### src/rtl/utx_pkg.sv
package utx_pkg;
    localparam int NFLAG     = 3;
    localparam int FLG_EMPTY = 0;
    localparam int FLG_DONE  = 1;
    localparam int FLG_ECHO  = 2;

    typedef enum logic [1:0] {
        SH_IDLE,
        SH_START,
        SH_DATA,
        SH_STOP
    } sh_state_t;

    typedef enum logic [1:0] {
        EC_IDLE,
        EC_DATA,
        EC_STOP
    } ec_state_t;
endpackage

### src/rtl/utx_hold.sv
module utx_hold #(
    parameter int DATA_W = 8
) (
    input  logic              clk,
    input  logic              rst_n,
    input  logic              wr_valid,
    input  logic [DATA_W-1:0] wr_data,
    input  logic              take,
    output logic              full,
    output logic [DATA_W-1:0] data
);
    always_ff @(posedge clk or negedge rst_n) begin
        if (!rst_n) begin
            full <= 1'b0;
            data <= '0;
        end else if (take) begin
            full <= 1'b0;
        end else if (wr_valid && !full) begin
            full <= 1'b1;
            data <= wr_data;
        end
    end
endmodule

### src/rtl/utx_shifter.sv
module utx_shifter
    import utx_pkg::*;
#(
    parameter int DATA_W = 8
) (
    input  logic              clk,
    input  logic              rst_n,
    input  logic              baud_tick,
    input  logic              hold_full,
    input  logic [DATA_W-1:0] hold_data,
    output logic              take,
    output logic              done,
    output logic              txd,
    output logic              busy,
    output logic              drv_en
);
    localparam int CNT_W = (DATA_W > 1) ? $clog2(DATA_W) : 1;
    localparam logic [CNT_W-1:0] LAST = CNT_W'(DATA_W - 1);

    sh_state_t         state, state_nx;
    logic [DATA_W-1:0] shreg;
    logic [CNT_W-1:0]  cnt;

    // Next-state logic
    always_comb begin
        state_nx = state;
        take     = 1'b0;
        done     = 1'b0;
        unique case (state)
            SH_IDLE: begin
                if (baud_tick && hold_full) begin
                    state_nx = SH_START;
                    take     = 1'b1;
                end
            end
            SH_START: begin
                if (baud_tick) state_nx = SH_DATA;
            end
            SH_DATA: begin
                if (baud_tick && cnt == LAST) state_nx = SH_STOP;
            end
            SH_STOP: begin
                if (baud_tick) begin
                    if (hold_full) begin
                        state_nx = SH_START;
                        take     = 1'b1;
                    end else begin
                        state_nx = SH_IDLE;
                        done     = 1'b1;
                    end
                end
            end
        endcase
    end

    // State register with datapath
    always_ff @(posedge clk or negedge rst_n) begin
        if (!rst_n) begin
            state  <= SH_IDLE;
            shreg  <= '0;
            cnt    <= '0;
            drv_en <= 1'b0;
        end else begin
            state <= state_nx;
            if (take) begin
                shreg  <= hold_data;
                cnt    <= '0;
                drv_en <= 1'b1;
            end else if (done) begin
                drv_en <= 1'b0;
            end
            if (state == SH_DATA && baud_tick) begin
                shreg <= shreg >> 1;
                cnt   <= cnt + 1'b1;
            end
        end
    end

    // Outputs
    always_comb begin
        unique case (state)
            SH_IDLE:  txd = 1'b1;
            SH_START: txd = 1'b0;
            SH_DATA:  txd = shreg[0];
            SH_STOP:  txd = 1'b1;
        endcase
        busy = (state != SH_IDLE);
    end
endmodule

### src/rtl/utx_echo_rx.sv
module utx_echo_rx
    import utx_pkg::*;
#(
    parameter int DATA_W = 8
) (
    input  logic              clk,
    input  logic              rst_n,
    input  logic              listen_en,
    input  logic              baud_tick,
    input  logic              line,
    output logic              got,
    output logic [DATA_W-1:0] echo_data
);
    localparam int CNT_W = (DATA_W > 1) ? $clog2(DATA_W) : 1;
    localparam logic [CNT_W-1:0] LAST = CNT_W'(DATA_W - 1);

    ec_state_t         state, state_nx;
    logic [DATA_W-1:0] sh;
    logic [CNT_W-1:0]  cnt;

    always_comb begin
        state_nx = state;
        unique case (state)
            EC_IDLE: if (baud_tick && !line) state_nx = EC_DATA;
            EC_DATA: if (baud_tick && cnt == LAST) state_nx = EC_STOP;
            EC_STOP: if (baud_tick) state_nx = EC_IDLE;
        endcase
        if (!listen_en) state_nx = EC_IDLE;
    end

    always_ff @(posedge clk or negedge rst_n) begin
        if (!rst_n) begin
            state     <= EC_IDLE;
            sh        <= '0;
            cnt       <= '0;
            echo_data <= '0;
        end else begin
            state <= state_nx;
            if (state == EC_IDLE) cnt <= '0;
            if (state == EC_DATA && baud_tick) begin
                sh  <= {line, sh[DATA_W-1:1]};
                cnt <= cnt + 1'b1;
            end
            if (got) echo_data <= sh;
        end
    end

    always_comb begin
        got = listen_en && baud_tick && (state == EC_STOP) && line;
    end
endmodule

### src/rtl/utx_flags.sv
module utx_flags
    import utx_pkg::*;
(
    input  logic             clk,
    input  logic             rst_n,
    input  logic [NFLAG-1:0] set,
    input  logic [NFLAG-1:0] clr,
    input  logic [NFLAG-1:0] en,
    output logic [NFLAG-1:0] flags,
    output logic             irq
);
    for (genvar i = 0; i < NFLAG; i++) begin : g_flag
        always_ff @(posedge clk or negedge rst_n) begin
            if (!rst_n) flags[i] <= 1'b0;
            else        flags[i] <= set[i] | (flags[i] & ~clr[i]);
        end
    end

    always_comb irq = |(flags & en);
endmodule

### src/rtl/uart_tx_burst.sv
module uart_tx_burst
    import utx_pkg::*;
#(
    parameter int DATA_W = 8
) (
    input  logic              clk,
    input  logic              rst_n,
    input  logic              wr_valid,
    input  logic [DATA_W-1:0] wr_data,
    input  logic              baud_tick,
    input  logic              listen_en,
    input  logic [NFLAG-1:0]  flag_clr,
    input  logic [NFLAG-1:0]  irq_en,
    output logic              txd,
    output logic              drv_en,
    output logic              busy,
    output logic [NFLAG-1:0]  flags,
    output logic              irq,
    output logic [DATA_W-1:0] echo_data
);
    logic              hold_full;
    logic [DATA_W-1:0] hold_data;
    logic              take, done, got;
    logic [NFLAG-1:0]  set_v;

    utx_hold #(.DATA_W(DATA_W)) u_hold (
        .clk(clk), .rst_n(rst_n), .wr_valid(wr_valid), .wr_data(wr_data),
        .take(take), .full(hold_full), .data(hold_data)
    );

    utx_shifter #(.DATA_W(DATA_W)) u_shift (
        .clk(clk), .rst_n(rst_n), .baud_tick(baud_tick),
        .hold_full(hold_full), .hold_data(hold_data),
        .take(take), .done(done), .txd(txd), .busy(busy), .drv_en(drv_en)
    );

    utx_echo_rx #(.DATA_W(DATA_W)) u_echo (
        .clk(clk), .rst_n(rst_n), .listen_en(listen_en), .baud_tick(baud_tick),
        .line(txd), .got(got), .echo_data(echo_data)
    );

    always_comb begin
        set_v            = '0;
        set_v[FLG_EMPTY] = take;
        set_v[FLG_DONE]  = done;
        set_v[FLG_ECHO]  = got;
    end

    utx_flags u_flags (
        .clk(clk), .rst_n(rst_n), .set(set_v), .clr(flag_clr), .en(irq_en),
        .flags(flags), .irq(irq)
    );
endmodule

### config.mk
export PLATFORM = sky130hd
export DESIGN_NAME = uart_tx_burst
export DESIGN_NICKNAME = d
export VERILOG_FILES = /design/src/rtl/utx_pkg.sv /design/src/rtl/utx_hold.sv /design/src/rtl/utx_shifter.sv /design/src/rtl/utx_echo_rx.sv /design/src/rtl/utx_flags.sv /design/src/rtl/uart_tx_burst.sv
export SDC_FILE = /design/constraint.sdc
export NUM_CORES = 1
export LEC_CHECK = 0
export CAP_MARGIN = 20
export CORE_ASPECT_RATIO = 1.2
export CORE_MARGIN = 1
export CORE_UTILIZATION = 40
export CTS_CLUSTER_DIAMETER = 40
export CTS_CLUSTER_SIZE = 12
export DETAILED_ROUTE_END_ITERATION = 16
export MAX_ROUTING_LAYER = met4
export PLACE_DENSITY = 0.72
export SLEW_MARGIN = 20
export SYNTH_ARGS = -nofsm -noshare
export SYNTH_HDL_FRONTEND = slang
export SYNTH_SLANG_ARGS = --single-unit
### constraint.sdc
create_clock -name clk -period 2.34 [get_ports clk]
set_clock_uncertainty 0.15 [all_clocks]
set_input_delay 0.468 -clock clk [delete_from_list [all_inputs] [get_ports clk]]
set_output_delay 0.468 -clock clk [all_outputs]
set_load 0.05 [all_outputs]
==> metrics.txt <==
# TYPE chip_impl_metric gauge
chip_impl_metric{name="minimum_clock_period",unit="ns"} 2.24
chip_impl_metric{name="syn-instance-count",unit=""} 165
chip_impl_metric{name="grt-ovfl-total",unit=""} 0
chip_impl_metric{name="asyncSetResetFlopFracSynth",unit="%"} 100
chip_impl_info{name="worstSetupStartpoint",value="u_shift.state[1]"} 1
chip_impl_metric{name="worstRegToRegCells",unit=""} 7
chip_impl_metric{name="first_global_vias",unit=""} 1389
chip_impl_metric{name="finalCoreUtilization",unit="%"} 51.6
chip_impl_metric{name="max_slew_margin",unit="%"} 66.8
chip_impl_info{name="most-common-layout-cells",value="46 x sky130_fd_sc_hd__dfrtp_1, 30 x sky130_fd_sc_hd__mux2_2, 29 x sky130_fd_sc_hd__clkdlybuf4s50_1"} 1
chip_impl_info{name="setup.worst_path.class",value="flip-flop to primary output"} 1
chip_impl_metric{name="grt_max_degree",unit=""} 22
chip_impl_metric{name="vias_per_cell",unit=""} 5.01
chip_impl_metric{name="io-pin-count",unit=""} 34
chip_impl_info{name="timing.rr.end",value="u_shift.shreg[1]"} 1
chip_impl_info{name="cts-root-buf",value="sky130_fd_sc_hd__clkbuf_8"} 1
chip_impl_metric{name="fin_hold_ws",unit="ns"} 0.339
chip_impl_metric{name="clkSlewWorstSetupHoldPaths",unit="ns"} 0.08
chip_impl_metric{name="floorplan.initialDensity",unit="%"} 41.7
chip_impl_metric{name="vdd_drop_max",unit="V"} 0.000546
chip_impl_metric{name="area_growth_syn_to_layout",unit="%"} 23.9
chip_impl_metric{name="total_of_buffers_placed_on_input_and_output_ports",unit=""} 33
chip_impl_metric{name="nNetsFinal",unit=""} 238
chip_impl_metric{name="grt_antenna_before_repair",unit=""} 0
chip_impl_info{name="synth_top_flop_cell",value="sky130_fd_sc_hd__dfrtp_1"} 1
chip_impl_metric{name="max_slew.worst_pin.slew",unit="ns"} 0.496
chip_impl_info{name="rsz_0062_raised_after_global_routing",value="false"} 1
chip_impl_metric{name="power.density_cell_area",unit="mW/mm^2"} 1120
chip_impl_info{name="crit-reg2reg-launch",value="u_shift.state[1]"} 1
chip_impl_metric{name="cp_max_fo",unit=""} 4
chip_impl_metric{name="antenna-diode-count",unit=""} 0
chip_impl_metric{name="first_pass_grt_wire_length",unit="um"} 6220
chip_impl_metric{name="cts-root-to-sink-buffers",unit=""} 2
chip_impl_metric{name="ff2ff_setup_slack",unit="ns"} 0.25
chip_impl_metric{name="synth.distinct_cells",unit=""} 36
chip_impl_metric{name="synthesis.area_per_instance",unit="um^2"} 13.5
chip_impl_info{name="cp-endpoint",value="txd"} 1
chip_impl_metric{name="total_leakage_power",unit="nW"} 1.29
chip_impl_info{name="crit_path_top_delay_cell",value="sky130_fd_sc_hd__dfrtp_1"} 1
chip_impl_metric{name="design_power_total",unit="mW"} 3.10
chip_impl_metric{name="slowest_delay",unit="ns"} 0.43
chip_impl_metric{name="clock.fmax",unit="MHz"} 447
chip_impl_metric{name="core",unit="mm^2"} 0.00533
chip_impl_info{name="result_of_the_run",value="completed"} 1
chip_impl_metric{name="cts_htree_levels",unit=""} 2
chip_impl_info{name="critPathCaptureType",value="primary output"} 1
chip_impl_metric{name="layout-drive-gt1-share",unit="%"} 31.3
chip_impl_metric{name="gpl.final_weighted_congestion",unit=""} 0.773
chip_impl_metric{name="report.final.slew_viol_count",unit=""} 0
chip_impl_metric{name="wl",unit="um"} 3530
chip_impl_metric{name="number_of_design_rule_violations_left_after_detail_routing",unit=""} 0
chip_impl_metric{name="synth.yosys.warnings",unit=""} 0
chip_impl_metric{name="synth.cell_area",unit="mm^2"} 0.00222
chip_impl_metric{name="critical_path.n_buffers_inverters",unit=""} 3
chip_impl_metric{name="critical_path_required",unit="ns"} 1.72
chip_impl_metric{name="synth_edf_count",unit=""} 0
chip_impl_info{name="timing.critical_path.from_type",value="flip-flop"} 1
chip_impl_metric{name="period_share",unit="%"} 95.5
chip_impl_info{name="cts_tree",value="built"} 1
chip_impl_metric{name="setup_violations",unit=""} 0
chip_impl_metric{name="drt_iter0_drc",unit=""} 50
chip_impl_metric{name="groute.usage.overall",unit="%"} 13.6
chip_impl_metric{name="regArea",unit="mm^2"} 0.00118
chip_impl_info{name="min_delay_path_class",value="flip-flop to flip-flop"} 1
chip_impl_metric{name="cts-buffers-inserted",unit=""} 5
chip_impl_metric{name="critPathArrivalTime",unit="ns"} 1.62
chip_impl_metric{name="ys_seq_elements",unit=""} 47
chip_impl_info{name="final_common_cell",value="sky130_fd_sc_hd__dfrtp_1"} 1
chip_impl_info{name="critical_path.top_delay_family",value="flip-flops"} 1
chip_impl_metric{name="die_w",unit="um"} 70.0
chip_impl_info{name="worstPathCellList",value="inv_1 > ha_1 > a21oi_4 > buf_4 > buf_12"} 1
chip_impl_metric{name="worst_skew_pair.late_latency",unit="ns"} 0.30
chip_impl_metric{name="report.final.hold_viol_count",unit=""} 0
chip_impl_metric{name="seq_area_frac_synth",unit="%"} 52.9
chip_impl_metric{name="route.detailed.wl_per_inst",unit="um"} 13.1
chip_impl_metric{name="total_of_max_cap_violations",unit=""} 0
chip_impl_metric{name="multi_input_comb_area",unit="um^2"} 966
chip_impl_metric{name="dr.pass1.iters",unit=""} 4
chip_impl_metric{name="final.setup.tns",unit="ns"} 0
chip_impl_metric{name="nFillCells",unit=""} 477
chip_impl_metric{name="row_count",unit=""} 29
chip_impl_metric{name="die_height",unit="um"} 83.6
chip_impl_metric{name="place.detailed.hpwl",unit="um"} 2670
chip_impl_metric{name="final_antenna_net_count",unit=""} 0
chip_impl_metric{name="synth_fp_nets",unit=""} 196
chip_impl_metric{name="cts_sinks",unit=""} 47
chip_impl_metric{name="die_area",unit="mm^2"} 0.00586
chip_impl_metric{name="dr_total_vias",unit=""} 1354
chip_impl_metric{name="critical_path_depth",unit=""} 5
[worst min path at each step]
stage,from,end,slack [ns],cells after the start
after floorplan,rst_n,u_echo.cnt[0],0.02,0
after global placement,rst_n,u_echo.cnt[0],0.19,1
after detailed placement,rst_n,u_echo.cnt[0],0.19,1
after CTS,u_shift.drv_en,u_shift.drv_en,0.34,2
after global routing,u_shift.drv_en,u_shift.drv_en,0.38,2
final,u_shift.drv_en,u_shift.drv_en,0.34,2
[cell type report]
cell class              count  area share (%)
clock buffers               6            2.64
clock inverters             2           0.455
inverters                  11            1.50
multi-input cells         101            35.1
flip-flops and latches     47            42.8
well taps                  62            2.82
repair buffers             41            14.7
[layer usage]
| layer | part of all wire [%] | global-route usage, % |
|---|---|---|
| met4 | 0.94 | 3.27 |
| met3 | 3.0 | 4.35 |
| met5 | 0 | - |
| met2 | 52 | 23.6 |
| met1 | 44 | 15.1 |
[synth_stat cells (2+ instances only)]
library cell	number	area, um^2
sky130_fd_sc_hd__a21o_2	2	17.5
sky130_fd_sc_hd__a21oi_1	2	10.0
sky130_fd_sc_hd__a32o_1	2	20.0
sky130_fd_sc_hd__buf_2	4	20.0
sky130_fd_sc_hd__dfrtp_1	47	1180
sky130_fd_sc_hd__ha_1	12	150
sky130_fd_sc_hd__inv_1	11	41.3
sky130_fd_sc_hd__mux2_2	30	338
sky130_fd_sc_hd__mux2_4	8	120
sky130_fd_sc_hd__mux2i_1	3	30.0
sky130_fd_sc_hd__nand2_1	10	37.5
sky130_fd_sc_hd__nand3_1	2	10.0
sky130_fd_sc_hd__nand3b_1	4	30.0
sky130_fd_sc_hd__nor2_1	3	11.3
sky130_fd_sc_hd__o21ai_0	4	20.0
[stage by stage]
step / instance area (um^2) / setup WS, ns / cells
floorplan: 2220 / 0.138 / 165
global placement: 2640 / 0.107 / 261
detailed placement: 2640 / 0.0176 / 261
CTS: 2740 / 0.0187 / 270
global route: 2750 / 0.0178 / 270
finish: 2750 / 0.105 / 270
[sequential cells by signal, summed over array words and instances, names as in the netlist]
name / count
u_echo.cnt: 3
u_echo.echo_data: 8
u_echo.sh: 8
u_echo.state: 2
u_flags.flags: 3
u_hold.data: 8
u_hold.full: 1
u_shift.cnt: 3
u_shift.drv_en: 1
u_shift.shreg: 8
u_shift.state: 2
[timing repair]
item                       in CTS  in global routing
buffers inserted                0                  0
setup endpoints to repair       1                  1
hold buffers                    1                  0
resized for setup               1                  2
hold endpoints to repair        9                  0
[power by group]
part           internal [mW]  switching [mW]
logic                  0.716           0.642
clock network          0.209           0.258
registers               1.09           0.186
[kinds of logic (layout without fill, tap and decap cells)]
kind of cell               Yosys count  count (layout)  synth area share (%)
DFF                                 47              47                  52.9
muxes                               41              41                  22.0
and+or+nand+nor                     26              26                  6.36
AOI/OAI and AO/OA                   22              22                  7.83
buffers and inverters               17              60                  4.17
adders and majority gates           12              12                  6.76
[worst min-delay path, stage by stage, from the launching register on]
cell	delay, ns
sky130_fd_sc_hd__dfrtp_1	0.35
sky130_fd_sc_hd__nand2_1	0.05
sky130_fd_sc_hd__nand2_1	0.06
Note: power is estimated with default switching activity, not from simulation.
